<file path="src/rtl/dreq_pkg.sv">
package dreq_pkg;
  typedef enum logic [2:0] {
    ST_IDLE  = 3'd0,
    ST_OPEN  = 3'd1,
    ST_HELD  = 3'd2,
    ST_ACT   = 3'd3,
    ST_XFER  = 3'd4,
    ST_DEAD  = 3'd5,
    ST_WAITH = 3'd6
  } acc_state_t;
endpackage

</file>
<file path="src/rtl/dreq_sync.sv">
module dreq_sync #(
  parameter int STAGES = 2
) (
  input  logic clk,
  input  logic rst_n,
  input  logic d_async,
  output logic d_sync
);
  logic [STAGES-1:0] chain_q;
  logic [STAGES-1:0] chain_d;

  generate
    if (STAGES == 1) begin : g_one
      always_comb chain_d = d_async;
    end else begin : g_many
      always_comb chain_d = {chain_q[STAGES-2:0], d_async};
    end
  endgenerate

  always_ff @(posedge clk or negedge rst_n) begin
    if (!rst_n) chain_q <= '1;
    else        chain_q <= chain_d;
  end

  assign d_sync = chain_q[STAGES-1];
endmodule

</file>
<file path="src/rtl/dreq_rearm.sv">
module dreq_rearm (
  input  logic clk,
  input  logic rst_n,
  input  logic clr,
  input  logic watch,
  input  logic pin_s,
  output logic hi_seen
);
  logic hi_d;

  always_comb begin
    hi_d = hi_seen;
    if (clr)                hi_d = 1'b0;
    else if (watch && pin_s) hi_d = 1'b1;
  end

  always_ff @(posedge clk or negedge rst_n) begin
    if (!rst_n) hi_seen <= 1'b0;
    else        hi_seen <= hi_d;
  end
endmodule

</file>
<file path="src/rtl/dreq_fsm.sv">
module dreq_fsm
  import dreq_pkg::*;
#(
  parameter int GAP_W = 3
) (
  input  logic clk,
  input  logic rst_n,
  input  logic en_set,
  input  logic en_clr,
  input  logic xfer_done,
  input  logic mode_level,
  input  logic pin_s,
  input  logic act_start,
  input  logic rd_cyc,
  input  logic wr_cyc,
  input  logic dead_cyc,
  input  logic hi_seen,
  output logic track_clr,
  output logic track_on,
  output logic xfer_req,
  output logic accept_open
);
  localparam logic [GAP_W-1:0] GAP_MAX = '1;
  localparam logic [GAP_W-1:0] GAP_MIN = GAP_W'(2);

  acc_state_t state_q, state_d;
  logic [GAP_W-1:0] gap_q, gap_d;
  logic abort;
  logic busy;

  assign abort = en_clr | xfer_done;
  assign busy  = (state_q == ST_XFER) || (state_q == ST_DEAD) || (state_q == ST_WAITH);

  always_comb begin
    state_d = state_q;
    if (abort) begin
      state_d = ST_IDLE;
    end else begin
      unique case (state_q)
        ST_IDLE:  if (en_set)   state_d = ST_OPEN;
        ST_OPEN:  if (!pin_s)   state_d = ST_HELD;
        ST_HELD:  if (act_start) state_d = ST_ACT;
        ST_ACT:   if (rd_cyc)   state_d = ST_XFER;
        ST_XFER:  if (wr_cyc)   state_d = ST_DEAD;
        ST_DEAD:  if (dead_cyc) state_d = (mode_level || hi_seen) ? ST_OPEN : ST_WAITH;
        ST_WAITH: if (pin_s)    state_d = ST_OPEN;
        default:                state_d = ST_IDLE;
      endcase
    end
  end

  always_comb begin
    gap_d = gap_q;
    if ((state_q == ST_ACT) && (state_d == ST_XFER)) gap_d = '0;
    else if (busy && (gap_q != GAP_MAX))             gap_d = gap_q + 1'b1;
  end

  always_ff @(posedge clk or negedge rst_n) begin
    if (!rst_n) begin
      state_q <= ST_IDLE;
      gap_q   <= '0;
    end else begin
      state_q <= state_d;
      gap_q   <= gap_d;
    end
  end

  assign track_clr   = (state_q == ST_HELD) && act_start;
  assign track_on    = !mode_level && ((state_q == ST_ACT) || (state_q == ST_XFER));
  assign xfer_req    = (state_q == ST_HELD) || (state_q == ST_ACT);
  assign accept_open = (state_q == ST_OPEN);

  assert_req_from_open_R3: assert property (@(posedge clk) disable iff (!rst_n)
    $rose(xfer_req) |-> $past(accept_open) && !$past(pin_s));

  assert_req_held_R3: assert property (@(posedge clk) disable iff (!rst_n)
    (state_q == ST_HELD && !act_start && !abort) |=> xfer_req);

  assert_read_before_act_ignored_R4: assert property (@(posedge clk) disable iff (!rst_n)
    (state_q == ST_HELD && rd_cyc && !act_start && !abort) |=> xfer_req);

  assert_edge_wait_high_R6: assert property (@(posedge clk) disable iff (!rst_n)
    (state_q == ST_WAITH && !pin_s && !abort) |=> !accept_open);

  assert_clear_gap_R8: assert property (@(posedge clk) disable iff (!rst_n)
    (accept_open && ($past(state_q) == ST_DEAD || $past(state_q) == ST_WAITH))
      |-> gap_q >= GAP_MIN);

  assert_abort_idle_R9: assert property (@(posedge clk) disable iff (!rst_n)
    abort |=> (!xfer_req && !accept_open));
endmodule

</file>
<file path="src/rtl/dreq_accept.sv">
module dreq_accept #(
  parameter int SYNC_STAGES = 2,
  parameter int GAP_W       = 3
) (
  input  logic clk,
  input  logic rst_n,
  input  logic en_set,
  input  logic en_clr,
  input  logic xfer_done,
  input  logic mode_level,
  input  logic req_pin_n,
  input  logic act_start,
  input  logic rd_cyc,
  input  logic wr_cyc,
  input  logic dead_cyc,
  output logic xfer_req,
  output logic accept_open
);
  logic pin_s;
  logic hi_seen;
  logic track_clr;
  logic track_on;

  dreq_sync #(.STAGES(SYNC_STAGES)) u_sync (
    .clk     (clk),
    .rst_n   (rst_n),
    .d_async (req_pin_n),
    .d_sync  (pin_s)
  );

  dreq_rearm u_rearm (
    .clk     (clk),
    .rst_n   (rst_n),
    .clr     (track_clr),
    .watch   (track_on),
    .pin_s   (pin_s),
    .hi_seen (hi_seen)
  );

  dreq_fsm #(.GAP_W(GAP_W)) u_fsm (
    .clk         (clk),
    .rst_n       (rst_n),
    .en_set      (en_set),
    .en_clr      (en_clr),
    .xfer_done   (xfer_done),
    .mode_level  (mode_level),
    .pin_s       (pin_s),
    .act_start   (act_start),
    .rd_cyc      (rd_cyc),
    .wr_cyc      (wr_cyc),
    .dead_cyc    (dead_cyc),
    .hi_seen     (hi_seen),
    .track_clr   (track_clr),
    .track_on    (track_on),
    .xfer_req    (xfer_req),
    .accept_open (accept_open)
  );
endmodule

</file>
<file path="config.mk">
export PLATFORM = sky130hd
export DESIGN_NAME = dreq_accept
export DESIGN_NICKNAME = d
export VERILOG_FILES = /design/src/rtl/dreq_pkg.sv /design/src/rtl/dreq_sync.sv /design/src/rtl/dreq_rearm.sv /design/src/rtl/dreq_fsm.sv /design/src/rtl/dreq_accept.sv
export SDC_FILE = /design/constraint.sdc
export NUM_CORES = 1
export LEC_CHECK = 0
export ABC_CLOCK_PERIOD_IN_PS = 1700
export BUFFER_PORTS_ARGS = -buffer_cell sky130_fd_sc_hd__buf_4
export CAP_MARGIN = 20
export CORE_AREA = 3 3 40 42
export DETAILED_ROUTE_END_ITERATION = 10
export DIE_AREA = 0 0 43 45
export SYNTH_ARGS = -nofsm -noshare
export SYNTH_HDL_FRONTEND = slang
export SYNTH_SLANG_ARGS = --single-unit
</file>
<file path="constraint.sdc">
create_clock -name clk -period 1.7 [get_ports clk]
set_input_delay 0.255 -clock clk [delete_from_list [all_inputs] [get_ports clk]]
set_output_delay 0.255 -clock clk [all_outputs]
set_load 0.05 [all_outputs]
</file>
==> flow_summary.ini <==
[clocking]
cts_max_level = 1
clk_latency_ns = 0.24
cts_sinks = 6
cts_resized = 0
cts_inserted_buffers = 3
cts_tree = done
cts-root-buf = clkbuf_4
clkTransAtPathRegs_ns = 0.05
cts_buffer_depth = 2

[layout]
regArea_um2 = 153
final_area_um2 = 505
drive_above_1_share = 0.321
fillers = 135
fin_nets = 68
finalNonFillerCells = 71
multi_input_area_um2 = 204
layout_commonest_cell = buf_4
final_cell_mix = 12 x buf_4, 4 x o21ai_0, 4 x dfrtp_1
final_util = 0.393
diodes = 0
syn_to_final_growth_pct = 35.6

[floorplanning]
chipWidth_um = 43
die_h_um = 45
ioPinCount = 13
initial_core_util = 0.290
die_area_um2 = 1940
core_area_um2 = 1280
core.rowCount = 13

[worst_setup_path]
cp-start-kind = flip-flop
r2r_slack_ns = 0.30
worst_ep_required_time_ns = 1.44
r2r_cells = 4
slowest_stage = dfrtp_1
arrival_ns = 1.33
critical_path.startpoint = u_fsm.state_q[0]
r2r-start = u_fsm.state_q[2]
cp-endpoint = accept_open
path_cells = nor2b_1 -> nor2b_1 -> buf_4
path_class = reg -> out
cp_slowest_stage_delay_ns = 0.49
regToRegEndpoint = u_fsm.state_q[0]
path_buf_inv = 1
endpoint_kind = output pin
path_max_fanout = 10
path_delay_family = flip-flops
cp.depth = 3
crit_top_cell = nor2b_1

[timing]
period_share = 0.932
rsz0062_at_grt = no
relSlewSlack = 0.781
finalSetupTns_ns = 0
finalCriticalPeriod_ns = 1.58
fmax_ghz = 0.631
finalClockSkew_ns = 0.0102
worst_pin_slew_ns = 0.328
setup_viol = 0
whs_ns = 0.125
slew_viol_final = 0
hold_violations = 0

[detailed_routing]
avgViaCountPerCell = 4.93
vias = 350
drtAntennaViolNets = 0
drtIter0Drc = 0
totalWireLength_um = 779
dr.pass1.iters = 1
wire_per_inst_um = 11.0
post-route-drc-count = 0

[yosys]
ys_warn_count = 0
synthArstFlopShare = 1.00
syn_inst = 41
yosysSeqAreaShare = 0.409
synth_cell_type_count = 27
syn_nets = 52
synth_edf_count = 0
syn_avg_cell_area_um2 = 9.09
netlist_area_um2 = 373
synthFlopType = dfrtp_1
synth.ff_latch_count = 6

[grt]
grt_pass1_wl_um = 1230
antenna_found_initial = 0
grt_pass1_vias = 296
gr-total-overflow = 0
grt_max_degree = 13
grt_util_all_layers = 0.0847

[flow_run]
drv_cap = 0

[pwr]
leakage_nw = 0.221
ir_drop_mv = 0.326
cellPowerDensity_nw_per_um2 = 700

[placement]
hpwlAfterDp_um = 622
gp_congestion = 0.735
place.port_buffers = 12
place_area_um2 = 469
dp_cells = 66

[run_status]
status = completed

[worst_hold_path]
hold_class = in -> reg
kinds of logic after synthesis:
group / Yosys count / share of synthesized area
and+or+nand+nor: 15 / 0.228
DFF: 6 / 0.409
AOI/OAI and AO/OA: 16 / 0.289
muxes: 1 / 0.0302
buffers and inverters: 3 / 0.0436
state kept, by name (all words and copies together) (netlist names):
name / cells
u_fsm.state_q: 3
u_rearm.hi_seen: 1
u_sync.chain_q: 2
per-layer routing:
layer	global-route usage	routed length [um]
met5	0	0
met3	0.0159	38
met4	0.0542	0
met2	0.114	343
met1	0.123	397
stage by stage:
stage | power (mW) | worst slack (ns)
detailed placement | 0.213 | 0.324
global placement | 0.213 | 0.330
finish | 0.354 | 0.116
floorplan | 0.185 | 0.0939
global route | 0.376 | 0.0405
CTS | 0.363 | 0.110
how the worst min path moves through the flow:
stage	start	endpoint	cells past startpoint
2_1_floorplan	rst_n	u_fsm.state_q[0]	0
3_3_place_gp	rst_n	u_fsm.state_q[1]	1
3_5_place_dp	rst_n	u_fsm.state_q[2]	1
4_1_cts	req_pin_n	u_sync.chain_q[0]	1
5_1_grt	req_pin_n	u_sync.chain_q[0]	1
6_report	req_pin_n	u_sync.chain_q[0]	1
what timing repair did:
action,CTS,global route
buffers inserted,0,0
hold buffers,1,0
hold endpoints to repair,6,0
cell type report:
cell class / count / share of cell area
well taps: 15 / 0.0371
inverters: 1 / 0.00743
clock buffers: 4 / 0.0520
flip-flops and latches: 6 / 0.302
repair buffers: 13 / 0.198
multi-input cells: 32 / 0.403
cells in the mapped netlist (all sizes together), types with 2 or more instances:
library cell	number	area, um^2
buf	2	12.5
nand3	2	10.0
dfstp	2	52.6
nor2b	2	12.5
dfrtp	4	100
o21ai	5	25.0
o211ai	2	15.0
nand2	3	11.3
a21boi	2	15.0
nor2	3	11.3
report_power, final:
part / leakage [nW] / switching, mW / internal (mW)
clock: 0.0150 / 0.0524 / 0.0890
sequential: 0.0712 / 0.00749 / 0.150
combinational: 0.134 / 0.0248 / 0.0298
Power figures use the tool's default switching activity.
